`src/rtl/aflag_pkg.sv`:
```
package aflag_pkg;
  typedef enum logic [2:0] {
    ST_INIT,
    ST_SER,
    ST_PAR_AE,
    ST_PAR_AF,
    ST_DONE
  } cfg_state_e;

  // preset offset for a nonzero select code
  function automatic logic [15:0] preset_ofs(input logic [1:0] sel);
    case (sel)
      2'b01:   return 16'd8;
      2'b10:   return 16'd16;
      2'b11:   return 16'd64;
      default: return 16'd0;
    endcase
  endfunction
endpackage

```
`src/rtl/aflag_cfg_fsm.sv`:
```
module aflag_cfg_fsm
  import aflag_pkg::*;
#(
  parameter int OFS_W = 10
) (
  input  logic       clk_i,
  input  logic       rst_ni,
  input  logic       part_rst_i,
  input  logic       ser_mode_i,
  input  logic [1:0] cfg_sel_i,
  input  logic       wr_en_i,
  output cfg_state_e state_o,
  output logic       preset_ld_o,
  output logic       shift_o,
  output logic       ld_ae_o,
  output logic       ld_af_o
);
  localparam int NBITS = 2 * OFS_W;
  localparam int CNT_W = $clog2(NBITS + 1);

  cfg_state_e       state_q, state_d;
  logic [CNT_W-1:0] cnt_q, cnt_d;

  always_comb begin
    preset_ld_o = (state_q == ST_INIT) && !ser_mode_i && (cfg_sel_i != 2'b00);
    shift_o     = (state_q == ST_SER) && cfg_sel_i[1] && !part_rst_i;
    ld_ae_o     = (state_q == ST_PAR_AE) && wr_en_i && !part_rst_i;
    ld_af_o     = (state_q == ST_PAR_AF) && wr_en_i && !part_rst_i;
  end

  always_comb begin
    state_d = state_q;
    cnt_d   = cnt_q;
    unique case (state_q)
      ST_INIT: begin
        if (ser_mode_i)               state_d = ST_SER;
        else if (cfg_sel_i == 2'b00)  state_d = ST_PAR_AE;
        else                          state_d = ST_DONE;
      end
      ST_SER: begin
        if (shift_o) begin
          cnt_d = cnt_q + 1'b1;
          if (cnt_q == CNT_W'(NBITS - 1)) state_d = ST_DONE;
        end
      end
      ST_PAR_AE: if (ld_ae_o) state_d = ST_PAR_AF;
      ST_PAR_AF: if (ld_af_o) state_d = ST_DONE;
      default: ;
    endcase
  end

  always_ff @(posedge clk_i or negedge rst_ni) begin
    if (!rst_ni) begin
      state_q <= ST_INIT;
      cnt_q   <= '0;
    end else begin
      state_q <= state_d;
      cnt_q   <= cnt_d;
    end
  end

  assign state_o = state_q;
endmodule

```
`src/rtl/aflag_ofs_regs.sv`:
```
module aflag_ofs_regs #(
  parameter int OFS_W = 10
) (
  input  logic             clk_i,
  input  logic             rst_ni,
  input  logic             preset_ld_i,
  input  logic [OFS_W-1:0] preset_i,
  input  logic             shift_i,
  input  logic             sdat_i,
  input  logic             ld_ae_i,
  input  logic             ld_af_i,
  input  logic [OFS_W-1:0] wdata_i,
  output logic [OFS_W-1:0] ae_ofs_o,
  output logic [OFS_W-1:0] af_ofs_o
);
  logic [OFS_W-1:0] ae_q, af_q;

  // serial chain: ae (MSB end) <- af <- sdat
  always_ff @(posedge clk_i or negedge rst_ni) begin
    if (!rst_ni) begin
      ae_q <= '0;
      af_q <= '0;
    end else if (preset_ld_i) begin
      ae_q <= preset_i;
      af_q <= preset_i;
    end else if (shift_i) begin
      ae_q <= {ae_q[OFS_W-2:0], af_q[OFS_W-1]};
      af_q <= {af_q[OFS_W-2:0], sdat_i};
    end else if (ld_ae_i) begin
      ae_q <= wdata_i;
    end else if (ld_af_i) begin
      af_q <= wdata_i;
    end
  end

  assign ae_ofs_o = ae_q;
  assign af_ofs_o = af_q;
endmodule

```
`src/rtl/aflag_cmp.sv`:
```
module aflag_cmp #(
  parameter int W = 11
) (
  input  logic [W-1:0] lvl_i,
  input  logic [W-1:0] thr_i,
  output logic         le_o
);
  assign le_o = (lvl_i <= thr_i);
endmodule

```
`src/rtl/almost_flag_unit.sv`:
```
module almost_flag_unit
  import aflag_pkg::*;
#(
  parameter int  DEPTH = 1024,
  parameter int  OFS_W = 10,
  localparam int LVL_W = $clog2(DEPTH + 1)
) (
  input  logic             clk_i,
  input  logic             rst_ni,
  input  logic             part_rst_i,
  input  logic             ser_mode_i,
  input  logic [1:0]       cfg_sel_i,
  input  logic             wr_en_i,
  input  logic [OFS_W-1:0] wr_data_i,
  input  logic [LVL_W-1:0] fill_lvl_i,
  output logic             almost_empty_o,
  output logic             almost_full_o
);
  cfg_state_e       cfg_state;
  logic             preset_ld, shift, ld_ae, ld_af;
  logic [OFS_W-1:0] preset_val, ae_ofs, af_ofs;
  logic [LVL_W-1:0] free_lvl;

  assign preset_val = OFS_W'(preset_ofs(cfg_sel_i));
  assign free_lvl   = LVL_W'(DEPTH) - fill_lvl_i;

  aflag_cfg_fsm #(.OFS_W(OFS_W)) i_fsm (
    .clk_i      (clk_i),
    .rst_ni     (rst_ni),
    .part_rst_i (part_rst_i),
    .ser_mode_i (ser_mode_i),
    .cfg_sel_i  (cfg_sel_i),
    .wr_en_i    (wr_en_i),
    .state_o    (cfg_state),
    .preset_ld_o(preset_ld),
    .shift_o    (shift),
    .ld_ae_o    (ld_ae),
    .ld_af_o    (ld_af)
  );

  aflag_ofs_regs #(.OFS_W(OFS_W)) i_regs (
    .clk_i      (clk_i),
    .rst_ni     (rst_ni),
    .preset_ld_i(preset_ld),
    .preset_i   (preset_val),
    .shift_i    (shift),
    .sdat_i     (cfg_sel_i[0]),
    .ld_ae_i    (ld_ae),
    .ld_af_i    (ld_af),
    .wdata_i    (wr_data_i),
    .ae_ofs_o   (ae_ofs),
    .af_ofs_o   (af_ofs)
  );

  aflag_cmp #(.W(LVL_W)) i_cmp_ae (
    .lvl_i(fill_lvl_i),
    .thr_i(LVL_W'(ae_ofs)),
    .le_o (almost_empty_o)
  );

  aflag_cmp #(.W(LVL_W)) i_cmp_af (
    .lvl_i(free_lvl),
    .thr_i(LVL_W'(af_ofs)),
    .le_o (almost_full_o)
  );
endmodule

```
`config.mk`:
```
export PLATFORM = sky130hd
export DESIGN_NAME = almost_flag_unit
export DESIGN_NICKNAME = d
export VERILOG_FILES = /design/src/rtl/aflag_pkg.sv /design/src/rtl/aflag_cfg_fsm.sv /design/src/rtl/aflag_ofs_regs.sv /design/src/rtl/aflag_cmp.sv /design/src/rtl/almost_flag_unit.sv
export SDC_FILE = /design/constraint.sdc
export NUM_CORES = 1
export LEC_CHECK = 0
export ABC_AREA = 1
export BUFFER_PORTS_ARGS = -buffer_cell sky130_fd_sc_hd__buf_4
export CAP_MARGIN = 25
export CORE_MARGIN = 10
export CORE_UTILIZATION = 36
export CTS_CLUSTER_DIAMETER = 40
export DETAILED_ROUTE_END_ITERATION = 16
export PLACE_DENSITY_LB_ADDON = 0.12
export SYNTH_ARGS = -nofsm -noshare
export SYNTH_HDL_FRONTEND = slang
export SYNTH_SLANG_ARGS = --single-unit
```
`constraint.sdc`:
```
create_clock -name clk_i -period 5.9 [get_ports clk_i]
set_clock_uncertainty 0.2 [all_clocks]
set_input_delay 0.885 -clock clk_i [delete_from_list [all_inputs] [get_ports clk_i]]
set_output_delay 0.885 -clock clk_i [all_outputs]
set_load 0.01 [all_outputs]
```
## Word-level counts from Yosys, hierarchy flattened

Cells that the tools add are included.

| word-level totals | value |
|---|---|
| register bits | 28 |
| input bits | 28 |
| output and inout port bits | 2 |

| operators by class | value |
|---|---|
| add/subtract/negate cells | 2 |
| order comparisons | 2 |
| equality and inequality tests | 12 |
| multiplexer cells | 15 |
| reduce and logical (&&, ||, !) cells | 19 |

Operator list:

| operator | number |
|---|---|
| $mux 10 | 7 |
| $le 11x10->1 | 2 |
| $pmux 7 s3 | 1 |
| $mux 3 | 6 |
| $pmux 3 s4 | 1 |
| $sub 11x11->11 const A | 1 |
| $logic_and 1x1->1 | 8 |
| $eq 3x2->1 const B | 2 |
| $ne 2x1->1 const B | 3 |
| $reduce_bool 3->1 | 2 |
| $add 5x1->5 const B | 1 |
| $eq 5x5->1 const B | 1 |
| $reduce_and 5->1 | 1 |
| $eq 2x2->1 const B | 2 |
| $reduce_and 2->1 | 2 |
| $reduce_bool 4->1 | 1 |
| $eq 3x1->1 const B | 1 |
| $logic_not 3->1 | 1 |
| $ne 3x1->1 const B | 1 |
| $eq 2x1->1 const B | 1 |
| $logic_not 1->1 | 2 |
| $logic_not 2->1 | 1 |
| $ne 2x2->1 const B | 1 |
| $reduce_bool 2->1 | 1 |

## Logic depth before layout (Yosys ltp)

Gate-level depths: netlist (run 1).

| logic depth | value |
|---|---|
| depth in word-level cells | 7 |
| mapped depth | 14 |

## Hierarchy

From an unflattened synthesis (run 1), not the netlist that was laid out.

| second synthesis, totals | value |
|---|---|
| cells, all modules | 431 |
| area, all modules | 2651.3 sq um |

Modules (own cells, without submodules):

| module | times used | cells an instance | area an instance (sq um) | seq. area each (sq um) |
|---|---|---|---|---|
| aflag_ofs_regs | 1 | 196 | 1231.2 | 500.5 |
| aflag_cmp | 2 | 55 | 319.1 | 0.0 |
| aflag_cfg_fsm | 1 | 66 | 496.7 | 200.2 |
| almost_flag_unit | 1 | 59 | 285.3 | 0.0 |

## Least setup slack after synthesis (run 1)

OpenSTA, ideal clock, no wires.

| timing | value |
|---|---|
| path type | input to output |
| start point | input port fill_lvl_i[0] |
| end point | output port almost_full_o |
| arrival | 2665 ps |
| data required time | 4815 ps |
| slack | 2150 ps |
| stages | 11 |
| cell sequence | inv_1 -> ha_1 -> nor3b_1 -> nand3_1 -> nor2_1 -> xor2_1 -> ha_1 -> a21o_1 -> a21oi_1 -> nand2_1 -> a21oi_1 |

| between the ends | value |
|---|---|
| cells in the longest elaborated chain, start to end | 2 |

RTL lines:

| item | RTL line | RTL |
|---|---|---|
| start: declaration | almost_flag_unit.sv:15 | `input logic [LVL_W-1:0] fill_lvl_i,` |
| $sub 11x11->11 | almost_flag_unit.sv:25 | `assign free_lvl = LVL_W'(DEPTH) - fill_lvl_i;` |
| $le 11x10->1 | aflag_cmp.sv:8 | `assign le_o = (lvl_i <= thr_i);` |
| end: declaration | almost_flag_unit.sv:17 | `output logic almost_full_o` |

No other way between the ends.

## Final worst setup path (run 1)

Ends and elaborated chain as after synthesis.

==> results.ini, run 1 <==
[global_routing]
grt_use_total_pct = 11.27
busiest_layer = met2
gr-usage-met1_pct = 13.92
antenna_found_initial = 0
first_global_vias = 1986
grt_start_max_net_pins = 38
gr-usage-met2_pct = 19.85
overflow = 0
grt_pass1_wl_mm = 9.149
met3_usage_pct = 1.339

[place]
portBuffers = 29
globalplace.congestion = 0.8520
dpl.hpwl_mm = 4.402
post_dp_cell_area_um2 = 2472

[cts]
cts_tree = done
clock-root-buffer = clkbuf_8
clk_pin_slew_ps = 100
clockBufferDepth = 2
ctsHoldBuffers = 0
cts_buffers = 3
post-cts-setup-buffer-count = 0
clock_sinks = 28
cts_resized = 0
clkLatencyLatePin_ps = 280
cts_max_level = 1

[floorplanning]
die_h_um = 97.86
ios = 30
rows = 28
initial_core_util_pct = 37.07
die_area_um2 = 9576
coreArea_um2 = 5886
die_x_um = 97.86

[drt]
via_per_inst = 4.805
routed-via-count = 1975
ant_nets = 0
wirelength_mm = 5.401
dr.first_iter.drc_count = 119
drt-pass1-iter-count = 4
drc = 0
wl_per_cell_um = 13.14

[sta]
worst_pin_slew_ps = 449.8
setup_viol = 0
period_minus_slack_ps = 4096
rsz0062_at_grt = no
tns_ps = 0
max_freq_ghz = 0.2442
finalMaxSlewViolations = 0
relSlewSlack_pct = 70.01
hold_viol_final = 0
timing.final.crit_share_pct = 69.42

[finish]
num_antenna_cells = 0
area_growth_pct = 15.83
multiInputGateArea_um2 = 1255
final_area_um2 = 2527
fin_nets = 387
fillCellCount = 631
regArea_um2 = 700.7
drive_gt1_share_pct = 13.10

[power_and_ir_drop]
leakage_nw = 1.339
ir_drop_mv = 0.07358
p_per_area_nw_per_um2 = 172.3

[job]
cap_viol_max_count = 0

[worst_setup_path]
worstPathMaxFanout = 4
cp_top_family = simple AND/OR/NAND/NOR gates
worstPathArrival_ps = 3010
crit_path_max_incr_delay_ps = 300
crit_buf_inv = 3
path_cells = buf_4 > inv_1 > ha_1 > nor3b_1 > nand3_1 > nor2_1 > xor2_1 > ha_1 > a21o_1 > a21oi_1 > nand2_1 > a21oi_1 > buf_4
worstSetupPathType = in2out
critPathLaunchType = primary input
slowest_stage = nor3b_1
crit_required_ps = 4820
endpoint_kind = output port
reg2reg_slack_ps = 4140

[run_status]
status = completed

[synth]
yosysSeqAreaShare_pct = 32.11
avgSynthCellArea_um2 = 7.131
syn_nets = 356
synthesis.area_um2 = 2182
ys_seq_elements = 28
yosys_warnings = 0
syn_inst = 306
synth.distinct_cells = 26

[hold_path]
hold_class = reg2reg

registers in the layout, indices dropped and copies added, names as in the netlist:
name	flops
i_regs.af_ofs_o	10
i_fsm.state_o	3
i_fsm.cnt_q	5
i_regs.ae_ofs_o	10
Yosys cell counts:
cell	instances	share of area, %
a21oi_1	9	2.1
inv_1	52	8.9
o21ai_2	1	0.40
ha_1	22	13
xnor2_1	3	1.2
nand4_1	2	0.57
nor3b_1	1	0.34
inv_4	1	0.29
nor3_1	4	0.92
nor2_1	22	3.8
buf_6	1	0.52
nand3_1	26	6.0
o21ai_0	36	8.3
nor2_2	1	0.29
mux2_2	1	0.52
nand2_4	2	1.0
dfrtp_1	28	32
o21ai_1	6	1.4
buf_2	2	0.46
a21o_1	1	0.34
o21ai_4	1	0.75
nor2_4	3	1.5
a21boi_0	1	0.34
xor2_1	7	2.8
nand2_1	72	12
inv_2	1	0.17
stage by stage:
step	hold slack [ps]	total power (W)	setup slack (ps)	utilization [%]	cells
global route	305.8	0.0004659	1534	42.94	411
finish	284.7	0.0004355	1804	42.94	411
global placement	261.2	0.0003148	1890	42.01	407
detailed placement	263.0	0.0003157	1834	42.01	407
floorplan	246.0	0.0002722	2150	-	306
CTS	281.4	0.0004379	1818	42.94	411
path summary, 6_finish.rpt:
path | start | to | cells after the start
worst max-delay path | fill_lvl_i[0] | almost_full_o | 13
worst min-delay path | i_fsm.cnt_q[4] | i_fsm.cnt_q[4] | 1
worst max register to register | i_fsm.state_o[2] | i_regs.af_ofs_o[5] | 8
worst min register to register | i_fsm.cnt_q[4] | i_fsm.cnt_q[4] | 1
max in group asynchronous | rst_ni | i_regs.ae_ofs_o[1] | 1
min in group asynchronous | rst_ni | i_fsm.cnt_q[1] | 1
logic make-up after synthesis:
family | count (synthesis) | synth area share (%)
AND/OR/NAND/NOR | 133 | 26.83
buffers and inverters | 57 | 10.38
AO/OA/AOI/OAI | 55 | 13.53
flip-flops | 28 | 32.11
adder cells (fa/ha/maj) | 22 | 12.61
XOR/XNOR | 10 | 4.014
multiplexers | 1 | 0.5160
cell type report:
type | count | share of cell area (%)
Clock buffer | 4 | 2.178
Inverter | 54 | 8.119
Multi-Input combinational cell | 221 | 49.65
Sequential cell | 28 | 27.72
Tap cell | 75 | 3.713
Timing Repair Buffer | 29 | 8.614
metal layers:
metal / vias up / share of wire [%]
met2: 28 / 48
met5: - / 0
met1: 901 / 47
met3: 6 / 2.8
met4: 0 / 1.5
li1: 1040 / -
power by group:
part | total (W) | switching (W) | internal, W
registers | 0.000207 | 0.00000377 | 0.000203
clock network | 0.000125 | 0.0000648 | 0.0000599
logic | 0.000104 | 0.0000602 | 0.0000439
cell usage in the layout (no fill, tap or decap):
| master | instances |
|---|---|
| nand2_1 | 72 |
| inv_1 | 52 |
| o21ai_0 | 36 |
| buf_4 | 29 |
| dfrtp_1 | 28 |
| nand3_1 | 26 |
| nor2_1 | 22 |
| ha_1 | 22 |
| a21oi_1 | 9 |
| xor2_1 | 7 |
| o21ai_1 | 6 |
| nor3_1 | 4 |
| clkbuf_8 | 4 |
| xnor2_1 | 3 |
| nor2_4 | 3 |
| nand4_1 | 2 |
| nand2_4 | 2 |
| nor3b_1 | 1 |
| a21boi_0 | 1 |
| a21o_1 | 1 |
| nor2_2 | 1 |
| inv_2 | 1 |
| o21ai_2 | 1 |
| inv_4 | 1 |
| o21ai_4 | 1 |
| mux2_2 | 1 |
worst reg2reg max path, cell delays in order (launching register included):
cell and delay, ps:
dfrtp_1 430, nor2_2 110, nand2_1 80, inv_2 80, nand2_4 220, nand2_4 190, nor2_4 50, inv_1 160
o21ai_0 100
Note: power is estimated with default switching activity, not from simulation.
==> run 2, diff against run 1 <==
--- a/config.mk
+++ b/config.mk
@@ -5,7 +5,7 @@
 export SDC_FILE = /design/constraint.sdc
 export NUM_CORES = 1
 export LEC_CHECK = 0
-export ABC_AREA = 1
+export ABC_AREA = 0
 export BUFFER_PORTS_ARGS = -buffer_cell sky130_fd_sc_hd__buf_4
 export CAP_MARGIN = 25
 export CORE_MARGIN = 10
==> constraint.sdc (replaced) <==
create_clock -name clk_i -period 3.4 [get_ports clk_i]
set_clock_uncertainty 0.2 [all_clocks]
set_input_delay 0.51 -clock clk_i [delete_from_list [all_inputs] [get_ports clk_i]]
set_output_delay 0.51 -clock clk_i [all_outputs]
set_load 0.01 [all_outputs]
==> results.ini, run 2 <==
[run_status]
status = finished, violations left
failed_checks = setup timing

[synth]
synth_top_cell_by_area = dfrtp_1
syn_nets = 300
synth.distinct_cells = 46
yosys-top-cells-count = dfrtp_1, nor2_1, inv_1
yosysSeqAreaShare_pct = 31.66
synth-edff-count = 0
ys_seq_elements = 28
synth_top_area_share_pct = 31.66
yosysMostFrequentCell = dfrtp_1
syn_inst = 250
synth.area.top_cells = dfrtp_1, ha_1, a211oi_1
avgSynthCellArea_um2 = 8.853
synthesis.area_um2 = 2213
ys.flop_type = dfrtp_1
yosys_warnings = 0
async_reset_ff_share_pct = 100.0

[sta]
timing.hold.ws_ps = 282.6
finalMaxSlewViolations = 0
timing.final.crit_share_pct = 101.0
hold_viol_final = 0
setup_viol = 1
fin_ws_ps = -34.33
period_minus_slack_ps = 3434
max_freq_ghz = 0.2912
worst_pin_slew_ps = 1046
tns_ps = -34.33
rsz0062_at_grt = yes
relSlewSlack_pct = 30.27

[drt]
drt-pass1-iter-count = 4
dr.first_iter.drc_count = 109
wl_per_cell_um = 16.00
drc = 0
via_per_inst = 5.219
routed-via-count = 1905
ant_nets = 0
wirelength_mm = 5.839

[global_routing]
antenna_found_initial = 0
grt_use_total_pct = 11.96
grt_pass1_wl_mm = 9.735
grt_start_max_net_pins = 29
overflow = 0
first_global_vias = 1914

[worst_setup_path]
crit_required_ps = 2690
cp_top_family = simple AND/OR/NAND/NOR gates
crit_path_max_incr_delay_ps = 470
crit_path_frequent_cell = a21oi_2
crit_buf_inv = 2
worstPathArrival_ps = 2720
slowest_stage = or4b_4
endpoint_kind = output port
path_cells = buf_6 > nor3_4 > nand2_2 > or4_4 > xor2_2 > ha_1 > a21oi_2 > or4b_4 > a21oi_2 > buf_4
worstSetupPathType = in2out
critPathLaunchType = primary input
worstPathMaxFanout = 2

[cts]
clk_pin_slew_ps = 90
cts_tree = done
clock-root-buffer = clkbuf_8
clkLatencyLatePin_ps = 280
clock_sinks = 28
cts_max_level = 1
cts_buffers = 3
clockBufferDepth = 2

[place]
post_dp_cell_area_um2 = 2576
portBuffers = 29
globalplace.congestion = 0.7867
post-place-ws_ps = -139.4
dpl.hpwl_mm = 4.427

[floorplanning]
coreArea_um2 = 5956
ios = 30
initial_core_util_pct = 37.16
die_x_um = 98.41
die_h_um = 98.41
rows = 28
die_area_um2 = 9685

[finish]
num_antenna_cells = 0
final_cell_mix = buf_4, dfrtp_1, nor2_1, inv_1, ha_1
final_common_cell = buf_4
final_area_um2 = 2754
final_core_util_pct = 46.24
area_growth_pct = 24.42
fin_nets = 342
drive_gt1_share_pct = 26.21

[hold_path]
hold_class = reg2reg

[power_and_ir_drop]
leakage_nw = 1.255
p_per_area_nw_per_um2 = 244.5
ir_drop_mv = 0.1110

[job]
cap_viol_max_count = 0

run 2: changes by cell type after synthesis, moves of 8 or more:
cell	change
a211oi_1	+16
a21oi_1	+10
buf_2	+8
inv_1	-29
mux2i_1	+8
nand2_1	-61
nand3_1	-21
nor3_1	+8
o21ai_0	-28
run 2: layer usage:
metal / vias up / track usage [%] / routed length, um
met3: 7 / 1.955 / 189
li1: 990 / - / -
met2: 34 / 18.81 / 2582
met5: - / 0 / 0
met1: 874 / 16.12 / 2975
met4: 0 / 4.079 / 91
run 2: layout make-up:
cell class                 count  area, um2
multi-input combinational    186       1435
tap                           75      93.84
fill                         603       3202
timing repair buffer          50      396.6
inverter                      23      86.33
sequential                    28      700.7
clock buffer                   3      41.29
run 2: stage by stage:
| stage | std cells | power (W) |
|---|---|---|
| final | 365 | 0.0006734 |
| after global routing | 365 | 0.0007112 |
| after CTS | 364 | 0.0006750 |
| after detailed placement | 357 | 0.0004810 |
| after global placement | 357 | 0.0004814 |
| after floorplan | 250 | 0.0004097 |
run 2: logic make-up (layout without fill, tap and decap cells):
group,count (synthesis),in the layout,synth area share [%]
buffers and inverters,36,76,7.009
XOR/XNOR,13,13,5.144
AO/OA/AOI/OAI,65,65,20.41
multiplexers,8,8,3.618
AND/OR/NAND/NOR,78,78,19.73
flip-flops,28,28,31.66
adder cells (fa/ha/maj),22,22,12.44
run 2: final timing paths:
check                      slack (ps)                 end  cells past startpoint             start
setup / recovery                  -30       almost_full_o                     10     fill_lvl_i[3]
hold / removal                    280      i_fsm.cnt_q[4]                      1    i_fsm.cnt_q[4]
setup reg to reg                  790  i_regs.ae_ofs_o[5]                      4  i_fsm.state_o[1]
hold reg to reg                   280      i_fsm.cnt_q[4]                      1    i_fsm.cnt_q[4]
max in group asynchronous        2250    i_fsm.state_o[1]                      2            rst_ni
min in group asynchronous         480  i_regs.af_ofs_o[3]                      2            rst_ni
run 2: power breakdown:
group | internal [W] | switching (W) | total, W
clock | 0.0000798 | 0.000104 | 0.000184
sequential | 0.000337 | 0.00000417 | 0.000341
combinational | 0.0000742 | 0.0000740 | 0.000148
run 2: timing repair:
action | CTS | global route
endpoints found under the setup margin | 1 | 1
pin swaps | 13 | 8
resized for setup | 15 | 10
setup buffers | 3 | 1
hold buffers | 1 | 0
endpoints found under the hold margin | 28 | 0
